==> config.mk <==
export PLATFORM = sky130hd
export DESIGN_NAME = ctx_tlb
export DESIGN_NICKNAME = d
export VERILOG_FILES = /design/src/rtl/ctx_tlb.sv
export SDC_FILE = /design/constraint.sdc
export NUM_CORES = 1
export LEC_CHECK = 0
export ABC_CLOCK_PERIOD_IN_PS = 14300
export BUFFER_PORTS_ARGS = -buffer_cell sky130_fd_sc_hd__buf_2
export CAP_MARGIN = 5
export CORE_ASPECT_RATIO = 0.9
export CORE_MARGIN = 10
export CORE_UTILIZATION = 60
export CTS_CLUSTER_SIZE = 14
export DETAILED_ROUTE_END_ITERATION = 10
export GPL_TIMING_DRIVEN = 0
export PLACE_DENSITY = 0.79
export SYNTH_ARGS = -nofsm -noshare
export SYNTH_HDL_FRONTEND = slang
export SYNTH_SLANG_ARGS = --single-unit
export TNS_END_PERCENT = 30
==> constraint.sdc <==
create_clock -name clk -period 14.3 [get_ports clk]
set_clock_uncertainty 0.15 [all_clocks]
set_input_delay 1.43 -clock clk [delete_from_list [all_inputs] [get_ports clk]]
set_output_delay 1.43 -clock clk [all_outputs]
set_load 0.1 [all_outputs]
==> src/rtl/ctx_tlb.sv <==
module ctx_tlb #(
  parameter int ENTRIES    = 8,
  parameter int PID_W      = 7,
  parameter int ASID_W     = 8,
  parameter int PAGE_SHIFT = 12
) (
  input  logic              clk,
  input  logic              rst_n,
  input  logic              pid_we,
  input  logic [PID_W-1:0]  pid_wdata,
  input  logic              asid_we,
  input  logic [ASID_W-1:0] asid_wdata,
  input  logic              lk_valid,
  input  logic [31:0]       lk_va,
  output logic              lk_hit,
  output logic              lk_miss,
  output logic [31-PAGE_SHIFT:0] lk_ppn,
  input  logic              fill_valid,
  input  logic [31:0]       fill_va,
  input  logic [31-PAGE_SHIFT:0] fill_ppn,
  input  logic              fill_global,
  input  logic              inv_addr_valid,
  input  logic [31:0]       inv_addr_va,
  input  logic              inv_all
);
  localparam int VA_W    = 32;
  localparam int TAG_W   = VA_W - PAGE_SHIFT;
  localparam int WIN_LSB = VA_W - PID_W;
  localparam int IDX_W   = (ENTRIES > 1) ? $clog2(ENTRIES) : 1;

  function automatic logic [VA_W-1:0] remap(input logic [VA_W-1:0] va,
                                            input logic [PID_W-1:0] pid);
    return (va[VA_W-1:WIN_LSB] == '0) ? {pid, va[WIN_LSB-1:0]} : va;
  endfunction

  function automatic logic [IDX_W-1:0] low_idx(input logic [ENTRIES-1:0] v);
    logic [IDX_W-1:0] r;
    r = '0;
    for (int i = ENTRIES - 1; i >= 0; i--)
      if (v[i]) r = IDX_W'(i);
    return r;
  endfunction

  logic [PID_W-1:0]  pid_q;
  logic [ASID_W-1:0] asid_q;
  logic [IDX_W-1:0]  rr_q;
  logic [ENTRIES-1:0] vld_q, glb_q, vld_d;
  logic [TAG_W-1:0]  tag_q  [ENTRIES];
  logic [TAG_W-1:0]  ppn_q  [ENTRIES];
  logic [ASID_W-1:0] easid_q[ENTRIES];

  logic [VA_W-1:0] lk_mva, fl_mva, iv_mva;
  assign lk_mva = remap(lk_va, pid_q);
  assign fl_mva = remap(fill_va, pid_q);
  assign iv_mva = remap(inv_addr_va, pid_q);

  logic [ENTRIES-1:0] visible, lk_match, fl_match, iv_match;
  for (genvar g = 0; g < ENTRIES; g++) begin : g_cmp
    assign visible[g]  = vld_q[g] && (glb_q[g] || easid_q[g] == asid_q);
    assign lk_match[g] = visible[g] && tag_q[g] == lk_mva[VA_W-1:PAGE_SHIFT];
    assign fl_match[g] = visible[g] && tag_q[g] == fl_mva[VA_W-1:PAGE_SHIFT];
    assign iv_match[g] = visible[g] && tag_q[g] == iv_mva[VA_W-1:PAGE_SHIFT];
  end

  logic             lk_any, fl_any, full;
  logic [IDX_W-1:0] lk_idx, fl_idx;
  assign lk_any = |lk_match;
  assign fl_any = |fl_match;
  assign full   = &vld_q;
  assign lk_idx = low_idx(lk_match);
  assign fl_idx = fl_any ? low_idx(fl_match) : (!full ? low_idx(~vld_q) : rr_q);

  always_comb begin
    vld_d = vld_q;
    if (inv_addr_valid) vld_d = vld_d & ~iv_match;
    if (fill_valid)     vld_d[fl_idx] = 1'b1;
    if (inv_all)        vld_d = '0;
  end

  always_ff @(posedge clk or negedge rst_n) begin
    if (!rst_n) begin
      pid_q  <= '0;
      asid_q <= '0;
      rr_q   <= '0;
      vld_q  <= '0;
      glb_q  <= '0;
    end else begin
      if (pid_we)  pid_q  <= pid_wdata;
      if (asid_we) asid_q <= asid_wdata;
      vld_q <= vld_d;
      if (fill_valid && !inv_all) begin
        glb_q[fl_idx] <= fill_global;
        if (!fl_any && full)
          rr_q <= (rr_q == IDX_W'(ENTRIES - 1)) ? '0 : rr_q + 1'b1;
      end
    end
  end

  always_ff @(posedge clk) begin
    for (int i = 0; i < ENTRIES; i++) begin
      if (fill_valid && fl_idx == IDX_W'(i)) begin
        tag_q[i]   <= fl_mva[VA_W-1:PAGE_SHIFT];
        ppn_q[i]   <= fill_ppn;
        easid_q[i] <= asid_q;
      end
    end
  end

  always_ff @(posedge clk or negedge rst_n) begin
    if (!rst_n) begin
      lk_hit  <= 1'b0;
      lk_miss <= 1'b0;
      lk_ppn  <= '0;
    end else begin
      lk_hit  <= lk_valid && lk_any;
      lk_miss <= lk_valid && !lk_any;
      lk_ppn  <= (lk_valid && lk_any) ? ppn_q[lk_idx] : '0;
    end
  end
endmodule

* After elaboration in Yosys (flattened, before gate mapping) *
Memory sizes are Yosys's and may differ from the RTL's.
Cells that the tools add are included.
W data, S select, Z words.

word-level totals
  bits of input ports = 140
  memories kept = 3
  output and inout bits = 22
  word-level logic and storage cells = 259
  memory bits (writable) = 384
  register bits after elaboration = 56

memories
  memory   depth  width  rd ports  clocked after memory_dff  write ports  RTL line  text
  ppn_q    8      20     1         0                         1            49        logic [TAG_W-1:0] ppn_q [ENTRIES];
  tag_q    8      20     8         0                         1            48        logic [TAG_W-1:0] tag_q [ENTRIES];
  easid_q  8      8      8         0                         1            50        logic [ASID_W-1:0] easid_q[ENTRIES];

operators by class
  add/subtract/negate cells = 1
  muxes and demuxes = 116
  $lt $le $gt $ge = 2
  equal/unequal tests = 40
  bitwise operators = 4
  reduce and logical (&&, ||, !) cells = 85

operator list
  operator               number
  $eq A20 B20 Y1         24
  $mux W20               15
  $reduce_or A20 Y1      14
  $mux W3                48
  $mux W32               3
  $mux W8                10
  $reduce_or A8 Y1       9
  $eq A8 B8 Y1           8
  $logic_and A1 B1 Y1    45
  $mux W1                38
  $logic_not A7 Y1       3
  $not A8 Y8             2
  $eq A3 B3 Y1 const B   5
  $and A8 B8 Y8          1
  $bwmux W8              1
  $logic_or A1 B1 Y1     8
  $or A8 B8 Y8           1
  $reduce_and A8 Y1      1
  $eq A3 B2 Y1 const B   2
  $lt A3 B4 Y1 const B   1
  $add A3 B1 Y3 const B  1
  $demux W1 S3           1
  $eq A3 B1 Y1 const B   1
  $ge A3 B1 Y1 const B   1
  3 further kinds        5

* Depth between registers and ports, before layout *
Gate-level depths: netlist of run 1.

  word-level depth = 25
  depth in mapped cells = 12
  mapped depth without buffers = 11

* Worst setup path before layout of run 1 *
No wires, ideal clock.

  kind = input -> register
  start = input port fill_va[25]
  end = memory easid_q[3][0] (netlist: easid_q[0][24]), enable pin
  arrival time = 7.108 ns
  required time = 13.624 ns
  path slack = 6.516 ns
  setup time = 0.526 ns
  stages on the path = 10
  buffers on the path = 0
  path through = nor4_4 -> a31oi_2 -> inv_1 -> mux2i_1 -> nor4_1 -> nand4_1 -> and4_1 -> a21boi_2 -> nand2b_1 -> a211oi_1

between the ends
  word-level cells in the longest chain between the ends = 25
  elaborated cells between the ends (all ways) = 81
  those cells by class = 15 x eq/ne; 40 x mux; 26 x reduce/logical

ends and longest elaborated chain
  item                                                              RTL line  text
  start: declaration                                                19        input logic [31:0] fill_va,
  $logic_not A7 Y1 (*)                                              33        return (va[VA_W-1:WIN_LSB] == '0) ? {pid, va[WIN_LSB-1:0]} : va;
  $mux W32 (*)                                                      33
  named net fl_mva[29]                                              52        logic [VA_W-1:0] lk_mva, fl_mva, iv_mva;
  $eq A20 B20 Y1                                                    61        assign fl_match[g] = visible[g] && tag_q[g] == fl_mva[VA_W-1:PAGE_SHIFT];
  $logic_and A1 B1 Y1                                               61
  $mux W3 (8 in a row)                                              40        if (v[i]) r = IDX_W'(i);
  $mux W3 (*)                                                       71        assign fl_idx = fl_any ? low_idx(fl_match) : (!full ? low_idx(~vld_q) : rr_q);
  $eq A3 B1 Y1                                                      101       if (fill_valid && fl_idx == IDX_W'(i)) begin
  $logic_and A1 B1 Y1                                               101
  $mux W1                                                           101
  $mux W1 (implied by the code)                                     104       easid_q[i] <= asid_q;
  $reduce_or A8 Y1 (no line)                                        -
  $mux W3 (no line) / $mux W1 (equally long branches) (7 in a row)  -
  end: declaration                                                  50

Mark *: on every way through the listed nets, which the timed path passes. The rest lies on a longest branch.

* Worst setup path after layout of run 1 *
  start = input port fill_va[14]
  end = memory tag_q[1][54] in the netlist's numbering, enable pin

between the ends
  word-level cells in the longest chain between the ends = 24
  elaborated cells between the ends (all ways) = 80
  those cells by class = 15 x eq/ne; 40 x mux; 25 x reduce/logical

ends and longest elaborated chain
  item                                                              RTL line  text
  $mux W32 (*)                                                      33
  $eq A20 B20 Y1                                                    61
  $logic_and A1 B1 Y1                                               61
  $mux W3 (8 in a row)                                              40
  $mux W3 (*)                                                       71
  $eq A3 B1 Y1                                                      101
  $logic_and A1 B1 Y1                                               101
  $mux W1                                                           101
  $mux W1 (implied by the code)                                     102       tag_q[i] <= fl_mva[VA_W-1:PAGE_SHIFT];
  $reduce_or A20 Y1 (no line)                                       -
  $mux W3 (no line) / $mux W1 (equally long branches) (7 in a row)  -
  end: declaration                                                  48

Mark *: on every way between the ends. The rest lies on a longest branch, timed or not.

==> impl_metrics.yaml, run 1 <==
cells_and_area:
  area_growth_pct: 12.8
  fill_cells: 2670
  utilization_pct: 68.8
  drive_gt1_share_pct: 14.6
  final_cell_count_no_fill: 2413
  final_nets: 2033
clocking:
  clock_latency_ns: 0.59
  cts_tree: "yes"
  cts_buffer_depth: 3
  path_clk_slew_ns: 0.06
  post_cts_resized: 0
  clockRootBuffer: "clkbuf_16"
  holdBufCountCts: 0
  h-tree-depth: 2
  cts_buffers: 46
  cts.sinks: 440
  post_cts_buffers: 0
synth:
  yosysTopAreaCellShare_pct: 50.7
  ys_ff_latch: 440
  netlist_top_cells_area: "edfxtp_1, xor2_1, xnor2_1"
  ys.flop_type: "edfxtp_1"
  syn_area_um2: 22700
  yosysSeqAreaShare_pct: 56.8
  synth_area_leader_cell: "edfxtp_1"
  avgSynthCellArea_um2: 13.1
  yosysMostFrequentCell: "edfxtp_1"
  ys.warnings.count: 0
  synthCells: 1733
  ys_top_cells_by_count: "edfxtp_1, xor2_1, xnor2_1"
  synth-edff-count: 384
  syn-num-nets: 1875
  synth_cell_types: 77
  synthArstFlopShare_pct: 12.7
grt:
  grt_pass1_wl_mm: 103
  grt_use_total_pct: 30.4
  antenna_found_initial: 2
  overflow: 0
  first_global_vias: 15800
  grt_max_degree: 38
worst_hold_path:
  hp-start: "glb_q[5]"
  holdPathEnd: "glb_q[5]"
  hold_path.class: "reg -> reg"
  min_path_cells: 1
placement:
  place_congestion: 0.977
  post-dp-hpwl_mm: 49.9
  numPortBuffers: 92
  dp.cells: 2322
run_status:
  outcome: "complete, no violations"
sta:
  max_freq_mhz: 142
  tightest_slew_ns: 1.33
  period_needed_ns: 7.02
  relSlewSlack_pct: 11.1
  finalHoldViolCount: 0
  drv_slew: 0
  tns_ns: 0
  grt_setup_unrepaired: "no"
  period_share_pct: 49.1
  setup_viol: 0
drt:
  vias: 15900
  dr.pass1.iters: 5
  routedWlPerCell_um: 29.3
  ant_nets: 0
  vias_per_cell: 6.57
  drc_errors: 0
  drt_iter0_markers: 1976
  routed_wl_mm: 70.7
floorplan:
  ios: 162
  initial_core_util_pct: 61.0
  num_rows: 67
  die_w_um: 225
  core-area_um2: 37300
  die_area_um2: 46100
  die_y_um: 205
worst_setup_path:
  critical_path_required_ns: 14.42
  arrival_ns: 7.14
  r2r-end: "tag_q[1][54]"
  reg2reg_slack_ns: 7.82
  cp-start-kind: "primary input"
  crit_fanout: 25
  crit_type: "in -> reg"
  worst-r2r-cell-count: 12
  rr_startpoint: "asid_q[2]"
  cp-end-kind: "flip-flop"
power_and_ir_drop:
  cellPowerDensity_nw_per_um2: 115
  leakage_uw: 0.00849
  ir_drop_v: 0.000116
run:
  cap_violations: 0
routing by layer:
metal	up-vias	global-route usage, %	wire, µm
met2	983	45.9	31700
met4	0	11.4	2330
li1	6815	-	-
met1	7914	42.8	29200
met3	147	6.23	7480
met5	-	0	0
cell type report:
| type | count | area, µm² | share of cell area [%] |
|---|---|---|---|
| repair buffers | 110 | 728 | 2.84 |
| clock inverters | 28 | 244 | 0.951 |
| multi-input cells | 1189 | 9460 | 36.9 |
| flip-flops and latches | 440 | 12900 | 50.4 |
| diodes | 1 | 2.50 | 0.00975 |
| inverters | 20 | 75.1 | 0.293 |
| plain buffers | 84 | 357 | 1.39 |
| clock buffers | 58 | 1250 | 4.86 |
| well taps | 483 | 604 | 2.36 |
metrics by stage:
step	hold WS (ns)	cell area, µm²	total power, µW	worst slack [ns]
finish	0.366	25700	2950	7.28
global route	0.389	25700	3030	7.13
CTS	0.371	25600	2950	7.63
detailed placement	0.344	24100	1770	7.06
global placement	0.342	23800	1760	1.75
floorplan	0.316	22700	1660	6.52
how the worst max path moves through the flow:
stage | cells past startpoint | to | startpoint | slack (ns)
floorplan | 10 | easid_q[0][24] | fill_va[25] | 6.52
CTS | 13 | tag_q[1][58] | fill_va[14] | 7.63
finish | 13 | tag_q[1][54] | fill_va[14] | 7.28
global placement | 11 | tag_q[1][78] | fill_va[20] | 1.75
detailed placement | 13 | tag_q[1][58] | fill_va[14] | 7.06
global route | 13 | tag_q[1][59] | fill_va[14] | 7.13
where the power goes:
part	switching [µW]	total (µW)	internal, µW
clock network	527	1190	664
registers	31.0	1470	1440
logic	191	286	95.3
total	749	2950	2200
logic make-up after synthesis:
kind of cell	Yosys count	share of synthesized area, %
xor+xnor	532	20.5
flops	440	56.8
simple gates	437	11.1
compound gates	130	5.53
buf+inv	104	1.90
mux	88	4.01
fa+ha+maj	2	0.110
worst max-delay path: stages:
cell      delay, ns
buf_2          0.33
clkbuf_1       0.74
xnor2_1        0.20
nand3_1        0.12
nor4_1         0.86
nand4b_1       0.17
nor3_1         0.73
nor4_1         0.30
nand3_1        0.36
a21boi_2       0.49
nand2_1        0.25
nor2_4         0.80
buf_12         0.29
layout by cell type, fill, tap and decap left out, types with 9 or more instances in the layout:
| master | n |
|---|---|
| o2111a_1 | 20 |
| edfxtp_1 | 384 |
| nand2b_1 | 9 |
| dfrtp_1 | 56 |
| nor2b_1 | 9 |
| nor2_1 | 50 |
| nor4b_1 | 9 |
| clkbuf_1 | 73 |
| clkbuf_16 | 47 |
| mux2_2 | 24 |
| a221oi_2 | 20 |
| inv_1 | 19 |
| xor2_1 | 278 |
| nand4_1 | 88 |
| buf_2 | 104 |
| clkinv_2 | 9 |
| nand2_1 | 30 |
| nand3_1 | 58 |
| xnor2_1 | 254 |
| nor4_1 | 94 |
| nor3_1 | 35 |
| mux2i_1 | 63 |
| a21oi_1 | 18 |
registers in the layout, summed over array words and instances (netlist names):
| signal | count |
|---|---|
| ppn_q | 160 |
| tag_q | 160 |
| easid_q | 64 |
| lk_ppn | 20 |
| asid_q | 8 |
| glb_q | 8 |
| vld_q | 8 |
| pid_q | 7 |
| rr_q | 3 |
| lk_hit | 1 |
| lk_miss | 1 |
No activity file was read; power rests on OpenSTA's default activity.
==> run 2, diff against run 1 <==
- ABC_CLOCK_PERIOD_IN_PS: 14300 -> 6640
- clock period: 14.3 -> 6.64 ns (I/O delays scaled with it)
==> impl_metrics.yaml, run 2 (synthesis results as in run 1) <==
drt:
  drt_iter0_markers: 2298
  routedWlPerCell_um: 29.9
  ant_nets: 0
  drc_errors: 0
  vias_per_cell: 6.59
  vias: 15900
  dr.pass1.iters: 6
  routed_wl_mm: 72.1
sta:
  finalHoldViolCount: 0
  max_freq_mhz: 156
  relSlewSlack_pct: 7.82
  setup_viol: 0
  period_needed_ns: 6.42
  grt_setup_unrepaired: "no"
  tightest_slew_ns: 1.37
  period_share_pct: 96.7
  drv_slew: 0
  fin_hold_ws_ns: 0.149
  worst_slack_ns: 0.216
worst_hold_path:
  hp-start: "asid_wdata[3]"
  hold_path.class: "in -> reg"
worst_setup_path:
  reg2reg_slack_ns: 0.22
  crit_fanout: 25
  cp-end-kind: "flip-flop"
  crit_start: "asid_q[2]"
  arrival_ns: 6.55
  crit_type: "reg -> reg"
  critical_path_required_ns: 6.76
  cp-start-kind: "flip-flop"
  rr_startpoint: "asid_q[2]"
power_and_ir_drop:
  combPwrFrac_pct: 9.9
  p_int_uw: 4750
  p_switching_uw: 1600
  pwr-share-clk_pct: 40.3
  leakage_uw: 0.00851
  pwr-share-seq_pct: 49.9
  cellPowerDensity_nw_per_um2: 246
  ir_drop_v: 0.000415
  swShare_pct: 25.2
floorplan:
  ios: 162
  die_area_um2: 46100
  initial_core_util_pct: 61.0
  num_rows: 67
  die_y_um: 205
  core-area_um2: 37300
  die_w_um: 225
clocking:
  cts_buffer_depth: 3
  cts.sinks: 440
  path_clk_slew_ns: 0.06
  clock_latency_ns: 0.60
  cts_buffers: 46
  cts_tree: "yes"
  post_cts_buffers: 0
  clockRootBuffer: "clkbuf_16"
  h-tree-depth: 2
grt:
  grt_max_degree: 38
  overflow: 0
  grt_pass1_wl_mm: 104
  first_global_vias: 15800
  antenna_found_initial: 1
  grt_use_total_pct: 30.7
cells_and_area:
  final_area_um2: 25800
  drive_gt1_share_pct: 14.7
  final_cell_mix: "edfxtp_1, xor2_1, xnor2_1"
  utilization_pct: 69.0
  diodes: 0
  final_cell_count_no_fill: 2412
  final_nets: 2034
  fill_cells: 2628
  area_growth_pct: 13.2
  final_common_cell: "edfxtp_1"
  top_regs: "ppn_q x160, tag_q x160, easid_q x64"
placement:
  dp.cells: 2323
  place_ws_ns: -0.0794
  post-dp-hpwl_mm: 49.5
  place_area_um2: 24200
  numPortBuffers: 92
  place_congestion: 0.992
run_status:
  outcome: "complete, no violations"
run:
  cap_violations: 0
run 2: cell count changes in the layout (fill, tap and decap cells not counted), sizes merged, moves of 3 or more:
cell      before  now
clkbuf       124  128
inv           24   21
nor2          56   59
clkinvlp       5    2
buf          128  125
run 2: final cells by class:
type | count | area, µm² | share of cell area [%]
flip-flops and latches | 440 | 12900 | 50.2
inverters | 20 | 75.1 | 0.291
plain buffers | 84 | 358 | 1.39
clock buffers | 62 | 1280 | 4.97
well taps | 483 | 604 | 2.35
repair buffers | 108 | 773 | 3.00
multi-input cells | 1192 | 9510 | 36.9
clock inverters | 23 | 223 | 0.865
run 2: final timing paths:
path | endpoint | depth (start not counted)
min reg2reg | glb_q[5] | 1
max in group asynchronous | asid_q[2] | 3
max | tag_q[1][57] | 12
max reg2reg | tag_q[1][57] | 12
min in group asynchronous | pid_q[4] | 2
min | asid_q[3] | 2
run 2: power by group through the flow:
stage	clock, µW	combinational, µW	sequential [µW]
final	2560	625	3160
after global placement	0	578	3220
after detailed placement	0	603	3220
after floorplan	0	367	3200
after CTS	2560	609	3160
after global routing	2680	657	3170
run 2: worst max-delay path, cell delays in order (launching register included):
cell	delay (ns)
dfrtp_1	0.56
clkbuf_1	0.62
xor2_1	0.14
nor4_1	0.63
a21oi_1	0.51
or4b_1	0.65
nor3_2	0.44
nor4_1	0.23
nand3_1	0.34
a21boi_2	0.47
nand2_1	0.39
nor2_4	0.59
buf_12	0.29
run 2: per-stage QoR:
stage	total power, µW	TNS (ns)
after floorplan	3570	-14.12
after global placement	3800	-1067.95
after detailed placement	3820	-1.56
after CTS	6340	0
after global routing	6510	0
final	6350	0
run 2: repair_timing:
| action | CTS | global route |
|---|---|---|
| hold buffers | 1 | 0 |
| gates resized for setup | 1 | 2 |
| gates cloned | 1 | 2 |
| pin swaps | 3 | 2 |
| setup endpoints to repair | 79 | 209 |
| hold endpoints to repair | 19 | 0 |
run 2: routing by layer:
layer  vias up  track usage [%]  share of wire (%)
met5         -                0                  0
met2      1027             45.6                 44
met4         0             11.5                3.5
met3       156             5.76                 11
met1      7898             44.3                 41
li1       6803                -                  -
